[src/rtl/intr_pkg.sv]
package intr_pkg;
    typedef enum logic [1:0] {
        RA_MGMT = 2'd0,
        RA_MOD  = 2'd1,
        RA_DEQ  = 2'd2,
        RA_RSVD = 2'd3
    } reg_addr_e;

    localparam int unsigned PEND_BIT = 0;
    localparam int unsigned EN_BIT   = 1;
    localparam int unsigned BUSY_BIT = 3;
endpackage

[src/rtl/intr_moderator.sv]
module intr_moderator #(
    parameter int unsigned CNT_W = 16
) (
    input  logic             clk,
    input  logic             rst_n,
    input  logic             reload,
    input  logic             tick,
    input  logic [CNT_W-1:0] interval,
    output logic [CNT_W-1:0] count,
    output logic             at_zero
);
    typedef struct packed {
        logic [CNT_W-1:0] cnt;
    } mod_st_t;

    mod_st_t st_d, st_q;

    always_comb begin
        st_d = st_q;
        if (reload)
            st_d.cnt = interval;
        else if (tick && (st_q.cnt != '0))
            st_d.cnt = st_q.cnt - 1'b1;
    end

    always_ff @(posedge clk) begin
        if (!rst_n) st_q <= '0;
        else        st_q <= st_d;
    end

    assign count   = st_q.cnt;
    assign at_zero = (st_q.cnt == '0);
endmodule

[src/rtl/intr_msg_port.sv]
module intr_msg_port (
    input  logic clk,
    input  logic rst_n,
    input  logic issue,
    input  logic ready,
    output logic valid,
    output logic done
);
    typedef struct packed {
        logic vld;
    } msg_st_t;

    msg_st_t st_d, st_q;

    always_comb begin
        st_d = st_q;
        if (issue)
            st_d.vld = 1'b1;
        else if (st_q.vld && ready)
            st_d.vld = 1'b0;
    end

    always_ff @(posedge clk) begin
        if (!rst_n) st_q <= '0;
        else        st_q <= st_d;
    end

    assign valid = st_q.vld;
    assign done  = st_q.vld & ready;
endmodule

[src/rtl/evt_intr_gen.sv]
module evt_intr_gen #(
    parameter int unsigned CNT_W  = 16,
    parameter int unsigned DATA_W = 32
) (
    input  logic              clk,
    input  logic              rst_n,
    input  logic              evt_ready,
    input  logic              tick,
    input  logic              msg_en,
    input  logic              reg_wr,
    input  logic [1:0]        reg_addr,
    input  logic [DATA_W-1:0] reg_wdata,
    output logic [DATA_W-1:0] reg_rdata,
    output logic              msg_valid,
    input  logic              msg_ready,
    output logic              irq_level
);
    import intr_pkg::*;

    localparam int unsigned PAD_W = DATA_W - 2 * CNT_W;

    typedef struct packed {
        logic             pend;
        logic             en;
        logic             busy;
        logic             held;
        logic [CNT_W-1:0] ival;
    } ctl_st_t;

    ctl_st_t st_d, st_q;

    logic             issue, msg_done, cnt_zero, pend_set;
    logic             wr_mgmt, wr_mod, wr_deq;
    logic [CNT_W-1:0] cnt_now;
    logic             ip_w, ie_w, ehb_w;
    logic [CNT_W-1:0] ival_w;

    assign wr_mgmt = reg_wr && (reg_addr_e'(reg_addr) == RA_MGMT);
    assign wr_mod  = reg_wr && (reg_addr_e'(reg_addr) == RA_MOD);
    assign wr_deq  = reg_wr && (reg_addr_e'(reg_addr) == RA_DEQ);

    assign issue    = st_q.pend && st_q.en && !st_q.busy && !msg_valid;
    assign pend_set = (evt_ready || st_q.held) && cnt_zero && !msg_valid;

    always_comb begin
        st_d = st_q;
        if (msg_done)
            st_d.pend = 1'b0;
        if (wr_mgmt && reg_wdata[PEND_BIT])
            st_d.pend = 1'b0;
        if (pend_set)
            st_d.pend = 1'b1;

        if (pend_set)
            st_d.held = 1'b0;
        else if (evt_ready && !st_q.pend && !msg_valid)
            st_d.held = 1'b1;

        if (wr_mgmt)
            st_d.en = reg_wdata[EN_BIT];
        if (wr_mod)
            st_d.ival = reg_wdata[CNT_W-1:0];

        if (issue)
            st_d.busy = 1'b1;
        else if (wr_deq && reg_wdata[BUSY_BIT])
            st_d.busy = 1'b0;
    end

    always_ff @(posedge clk) begin
        if (!rst_n) st_q <= '0;
        else        st_q <= st_d;
    end

    intr_moderator #(.CNT_W(CNT_W)) u_mod (
        .clk      (clk),
        .rst_n    (rst_n),
        .reload   (issue),
        .tick     (tick),
        .interval (st_q.ival),
        .count    (cnt_now),
        .at_zero  (cnt_zero)
    );

    intr_msg_port u_msg (
        .clk   (clk),
        .rst_n (rst_n),
        .issue (issue && msg_en),
        .ready (msg_ready),
        .valid (msg_valid),
        .done  (msg_done)
    );

    assign irq_level = st_q.pend && st_q.en && !msg_en;

    always_comb begin
        reg_rdata = '0;
        case (reg_addr_e'(reg_addr))
            RA_MGMT: begin
                reg_rdata[PEND_BIT] = st_q.pend;
                reg_rdata[EN_BIT]   = st_q.en;
            end
            RA_MOD:  reg_rdata = {{PAD_W{1'b0}}, cnt_now, st_q.ival};
            RA_DEQ:  reg_rdata[BUSY_BIT] = st_q.busy;
            default: reg_rdata = '0;
        endcase
    end

    assign ip_w   = st_q.pend;
    assign ie_w   = st_q.en;
    assign ehb_w  = st_q.busy;
    assign ival_w = st_q.ival;
endmodule

[config.mk]
export PLATFORM = sky130hd
export DESIGN_NAME = evt_intr_gen
export DESIGN_NICKNAME = d
export VERILOG_FILES = /design/src/rtl/intr_pkg.sv /design/src/rtl/intr_moderator.sv /design/src/rtl/intr_msg_port.sv /design/src/rtl/evt_intr_gen.sv
export SDC_FILE = /design/constraint.sdc
export NUM_CORES = 1
export LEC_CHECK = 0
export BUFFER_PORTS_ARGS = -buffer_cell sky130_fd_sc_hd__buf_2
export CORE_ASPECT_RATIO = 0.8
export CORE_MARGIN = 5
export CORE_UTILIZATION = 30
export CTS_CLUSTER_DIAMETER = 30
export DETAILED_ROUTE_END_ITERATION = 8
export GPL_TIMING_DRIVEN = 0
export MAX_ROUTING_LAYER = met4
export SLEW_MARGIN = 20
export SYNTH_ARGS = -nofsm -noshare
export SYNTH_HDL_FRONTEND = slang
export SYNTH_SLANG_ARGS = --single-unit
[constraint.sdc]
create_clock -name clk -period 1.9 [get_ports clk]
set_input_delay 0.19 -clock clk [delete_from_list [all_inputs] [get_ports clk]]
set_output_delay 0.19 -clock clk [all_outputs]
set_load 0.02 [all_outputs]
Word-level counts from Yosys, hierarchy flattened
Index checks and enable logic that the tools add are counted.

Word-level logic and storage cells: 54. Register bits: 37. Output and inout port bits: 34.

Add/sub/neg operators: 1. Reduce and logical (&&, ||, !) cells: 29. Bitwise operators: 2. Equal/unequal tests: 2. Muxes and demuxes: 13.

Operators with widths (number): $mux W16 (2); $mux W28 (1); $logic_and A1 B1 Y1 (16); $logic_not A16 Y1 (1); $reduce_bool A16 Y1 (1); $sub A16 B1 Y16 const B (1); $mux W1 (8); $reduce_bool A2 Y1 (3); $logic_not A1 Y1 (4); $pmux W2 S2 (1); $reduce_bool A3 Y1 (1); $eq A2 B1 Y1 const B (1); $eq A2 B2 Y1 const B (1); $logic_not A2 Y1 (1); $pmux W1 S2 (1); $reduce_or A2 Y1 (1); $and A1 B1 Y1 (1); $logic_or A1 B1 Y1 (1); $not A1 Y1 (1).

Logic depth before layout (Yosys ltp)
Depth in word-level cells: 5. Mapped depth: 7.

Cells and area by module
A second synthesis with hierarchy kept.

Cell total of the unflattened synthesis: 254. Area total of the unflattened synthesis: 2198.4 µm².

Modules (own cells, without submodules): evt_intr_gen (cells an instance 136, instances 1, area an instance 1234.9 µm², seq. area each 400.4 µm²); intr_moderator (cells an instance 114, instances 1, area an instance 922.1 µm², seq. area each 320.3 µm²); intr_msg_port (cells an instance 4, instances 1, area an instance 41.3 µm², seq. area each 20.0 µm²).

Least setup slack after synthesis
No wires, ideal clock.

Path type: register to register. From: register u_mod.st_q (netlist bit u_mod.count[0]). To: register u_mod.st_q (netlist bit u_mod.count[12]). Library setup time: 132 ps. Path slack: 214 ps. Cell stages (with the launch flop): 7. Buffers on the path: 0. Data arrival time: 1553 ps. Cell sequence: dfxtp_1 inv_1 ha_1 or4b_4 nor3_1 mux2i_1 a21oi_1.

Cells in the longest elaborated chain, start to end: 3.

RTL lines: from (decl) (line intr_moderator.sv:16) `mod_st_t st_d, st_q;`; from (signal assigned) (line intr_moderator.sv:28) `else st_q <= st_d;`; $sub A16 B1 Y16 or $reduce_bool A16 Y1 (tied branches) (line intr_moderator.sv:23, intr_moderator.sv:22); $mux W16 or $logic_and A1 B1 Y1 (tied branches) (line intr_moderator.sv:22) `else if (tick && (st_q.cnt != '0))`; $mux W16 or $reduce_bool A2 Y1 (tied branches).

Parallel ways exist; a longest one is shown, timed or not. The select of a mux whose other input is x is not followed. A chain may end at the register's enable or synchronous reset.

Worst setup path in the final report
From: register u_mod.st_q (netlist bit u_mod.count[8]). To: register u_mod.st_q (netlist bit u_mod.count[15]).

The elaborated chain is that of the path after synthesis.

==> impl_metrics.xml <==
<?xml version="1.0" encoding="UTF-8"?>
<metrics>
  <group name="floorplanning">
    <metric name="core_region_area" unit="um2">6790</metric>
    <metric name="die_wd" unit="um">103</metric>
    <metric name="ios" unit="">75</metric>
    <metric name="dieArea" unit="um2">8640</metric>
    <metric name="vert_die_dim" unit="um">84.2</metric>
    <metric name="initial_utilization" unit="%">30.4</metric>
    <metric name="rows" unit="">27</metric>
  </group>
  <group name="synthesis">
    <metric name="postSynth.asyncResetShare" unit="%">0</metric>
    <metric name="synth_cell_type_count" unit="">43</metric>
    <metric name="post_synthesis_mean_instance_area" unit="um2">8.02</metric>
    <metric name="yosys_register_bits" unit="">37</metric>
    <metric name="yosysWarningCount" unit="">0</metric>
    <metric name="synth_top_cell_by_area" unit="">sky130_fd_sc_hd__dfxtp_1</metric>
    <metric name="syn-instance-count" unit="">257</metric>
    <metric name="synthDominantCellAreaShare" unit="%">35.9</metric>
    <metric name="synth_edf_count" unit="">0</metric>
    <metric name="mappedNetlistNets" unit="">302</metric>
    <metric name="ys_seq_area_share" unit="%">35.9</metric>
    <metric name="yosys_most_used_dff" unit="">sky130_fd_sc_hd__dfxtp_1</metric>
    <metric name="synth.cell_area" unit="um2">2060</metric>
    <metric name="area_contributors_post_synth" unit="">sky130_fd_sc_hd__dfxtp_1 (36%), sky130_fd_sc_hd__and2_1 (9.4%), sky130_fd_sc_hd__nand2_1 (7.6%)</metric>
  </group>
  <group name="power_and_ir_drop">
    <metric name="power_density" unit="nW/um2">1490</metric>
    <metric name="power.static_leakage" unit="nW">1.11</metric>
    <metric name="worst_ir_drop_vdd" unit="mV">0.381</metric>
  </group>
  <group name="clocking">
    <metric name="cts_tree" unit="">done</metric>
    <metric name="clkSinkCount" unit="">37</metric>
    <metric name="clkSlewWorstSetupHoldPaths" unit="ns">0.08</metric>
    <metric name="cts-buffers-inserted" unit="">5</metric>
    <metric name="clock_tree.buffer_depth" unit="">2</metric>
    <metric name="worstSkewPairLatency" unit="ns">0.29</metric>
    <metric name="cts.hold.buffers_added" unit="">0</metric>
    <metric name="htree_num_levels" unit="">2</metric>
    <metric name="clk_root_buffer_cell" unit="">sky130_fd_sc_hd__clkbuf_8</metric>
  </group>
  <group name="sta">
    <metric name="max_freq" unit="GHz">0.561</metric>
    <metric name="final_min_period_over_clock_period" unit="%">93.9</metric>
    <metric name="final_period_minus_worst_setup_slack" unit="ns">1.78</metric>
    <metric name="fin_tns_setup" unit="ns">0</metric>
    <metric name="skew" unit="ns">0.00670</metric>
    <metric name="report.final.hold_viol_count" unit="">0</metric>
    <metric name="hold_ws" unit="ns">0.140</metric>
    <metric name="setup_repair_after_global_routing_missed_its_margin" unit="">false</metric>
    <metric name="worst-slew-pin-transition" unit="ns">0.490</metric>
    <metric name="slew_violations" unit="">0</metric>
    <metric name="max-slew-margin-rel" unit="%">67.3</metric>
    <metric name="finalSetupViolCount" unit="">0</metric>
  </group>
  <group name="placed_design">
    <metric name="port_buffers" unit="">58</metric>
    <metric name="detailedPlacementHpwl" unit="um">4620</metric>
    <metric name="gp_congestion" unit="">0.852</metric>
  </group>
  <group name="run">
    <metric name="max_cap_violations" unit="">0</metric>
  </group>
  <group name="worst_setup_path">
    <metric name="ff2ff_path_depth" unit="">4</metric>
    <metric name="criticalPathCategory" unit="">flip-flop to flip-flop</metric>
    <metric name="path_cells" unit="">nor4_4 -&gt; nand3b_1 -&gt; or4_1 -&gt; a31oi_1</metric>
    <metric name="arrival" unit="ns">2.00</metric>
    <metric name="crit_start_category" unit="">flip-flop</metric>
    <metric name="critical_path.max_stage_delay" unit="ns">0.49</metric>
    <metric name="worstSetupEndpointType" unit="">flip-flop</metric>
    <metric name="crit_path_max_fanout" unit="">8</metric>
    <metric name="timing.critical_path.slowest_stage_cell" unit="">sky130_fd_sc_hd__or4_1</metric>
    <metric name="critPathRequiredTime" unit="ns">2.12</metric>
  </group>
  <group name="finish">
    <metric name="area_delta_synth_final" unit="%">27.5</metric>
    <metric name="post_route_cells_drive_above_1_share" unit="%">27.1</metric>
    <metric name="most_frequent_cells_in_the_layout" unit="">sky130_fd_sc_hd__buf_2 (58), sky130_fd_sc_hd__nand2_1 (42), sky130_fd_sc_hd__dfxtp_1 (35)</metric>
    <metric name="layout.cells.most_common" unit="">sky130_fd_sc_hd__buf_2</metric>
    <metric name="diodes" unit="">0</metric>
    <metric name="num-nets-final" unit="">373</metric>
  </group>
  <group name="min_path">
    <metric name="min_path_cells" unit="">3</metric>
    <metric name="hold_path_class" unit="">input port to flip-flop</metric>
  </group>
  <group name="status">
    <metric name="outcome" unit="">finished clean</metric>
  </group>
  <group name="drt">
    <metric name="ant_nets" unit="">0</metric>
    <metric name="detail_route.wl_per_cell" unit="um">14.4</metric>
    <metric name="post-route-drc-count" unit="">0</metric>
    <metric name="route.detailed.vias_per_inst" unit="">4.96</metric>
    <metric name="route.final.wire_length" unit="um">5990</metric>
    <metric name="vias" unit="">2063</metric>
    <metric name="drtIter0Drc" unit="">145</metric>
    <metric name="drt-pass1-iter-count" unit="">4</metric>
  </group>
  <group name="global_route">
    <metric name="grt_first_pass_wirelength" unit="um">9740</metric>
    <metric name="grt_antenna_before_repair" unit="">0</metric>
    <metric name="grt_pass1_vias" unit="">2038</metric>
    <metric name="grt_max_degree" unit="">12</metric>
    <metric name="track_usage" unit="%">14.5</metric>
    <metric name="total_overflow_reported_by_the_global_router" unit="">0</metric>
  </group>
</metrics>
## synth_stat cells (2+ instances only)
| library cell | number |
|---|---|
| sky130_fd_sc_hd__o21ai_0 | 17 |
| sky130_fd_sc_hd__nand4_1 | 2 |
| sky130_fd_sc_hd__nor2b_1 | 2 |
| sky130_fd_sc_hd__nor3_1 | 5 |
| sky130_fd_sc_hd__nor4_4 | 2 |
| sky130_fd_sc_hd__nor2_1 | 10 |
| sky130_fd_sc_hd__clkbuf_1 | 11 |
| sky130_fd_sc_hd__a31oi_1 | 10 |
| sky130_fd_sc_hd__xnor2_1 | 3 |
| sky130_fd_sc_hd__nand2_1 | 42 |
| sky130_fd_sc_hd__dfxtp_1 | 37 |
| sky130_fd_sc_hd__inv_1 | 6 |
| sky130_fd_sc_hd__nand3_1 | 6 |
| sky130_fd_sc_hd__or3_1 | 6 |
| sky130_fd_sc_hd__and2_1 | 31 |
| sky130_fd_sc_hd__ha_1 | 4 |
| sky130_fd_sc_hd__or4_1 | 4 |
| sky130_fd_sc_hd__a21oi_1 | 27 |
| sky130_fd_sc_hd__a22o_1 | 2 |
| sky130_fd_sc_hd__nand2b_1 | 2 |
| sky130_fd_sc_hd__o31ai_1 | 5 |
| sky130_fd_sc_hd__nor4b_4 | 2 |
## through the flow
step | util, % | std cells | setup WS (ns) | power [W] | instance area [um2]
5_1_grt | 38.7 | 416 | 0.00883 | 0.00418 | 2630
3_3_place_gp | 36.2 | 402 | 0.0216 | 0.00298 | 2460
3_5_place_dp | 36.2 | 402 | 0.0215 | 0.00303 | 2460
6_report | 38.7 | 416 | 0.117 | 0.00391 | 2630
4_1_cts | 38.0 | 412 | 0.0450 | 0.00373 | 2580
2_1_floorplan | - | 257 | 0.214 | 0.00262 | 2060
## state kept, by name, indices dropped and copies added (netlist names)
name and flops:
ehb_w 1, u_msg.valid 1, u_mod.count 16, ip_w 1
st_q 1, ival_w 16, ie_w 1
## final timing paths
check                      start              end  slack (ns)
setup / recovery  u_mod.count[8]  u_mod.count[15]        0.12
hold / removal     reg_wdata[14]       ival_w[14]        0.14
setup reg to reg  u_mod.count[8]  u_mod.count[15]        0.12
hold reg to reg        ival_w[7]        ival_w[7]        0.47
## layout make-up
| cell class | count | area (um2) |
|---|---|---|
| clock buffers | 7 | 96.3 |
| plain buffers | 12 | 45.0 |
| multi-input cells | 202 | 1270 |
| clock inverters | 1 | 5.00 |
| well taps | 87 | 109 |
| inverters | 6 | 22.5 |
| fillers | 715 | 4160 |
| repair buffers | 64 | 335 |
| flip-flops and latches | 37 | 743 |
## kinds of logic after synthesis
logic type,after synthesis,share of synthesized area (%)
AO/OA/AOI/OAI,69,20.0
XOR/XNOR,4,1.70
adder cells (fa/ha/maj),4,2.43
buffers and inverters,18,3.28
flip-flops,37,35.9
multiplexers,1,0.485
AND/OR/NAND/NOR,124,36.2
## power breakdown
| group | internal [W] | switching (W) | total (W) |
|---|---|---|---|
| Sequential | 0.000964 | 0.000330 | 0.00129 |
| Combinational | 0.000982 | 0.00103 | 0.00201 |
| Clock | 0.000328 | 0.000279 | 0.000607 |
## what timing repair did
action / in CTS / in global routing
setup buffers: 2 / 4
hold endpoints to repair: 0 / 0
resized for setup: 0 / 7
pin swaps: 1 / 6
setup endpoints to repair: 1 / 9
## routing by layer
layer / wire, um / track usage (%)
met5: 0 / -
met4: 69 / 4.05
met3: 297 / 3.16
met2: 2670 / 20.6
met1: 2950 / 20.5
## critical path: cells and delay by family (launching register included)
family,cells,cell delay [ns]
AOI/OAI and AO/OA,1,0.17
DFF,1,0.41
and+or+nand+nor,3,1.14
(Power assumes the default switching activity.)
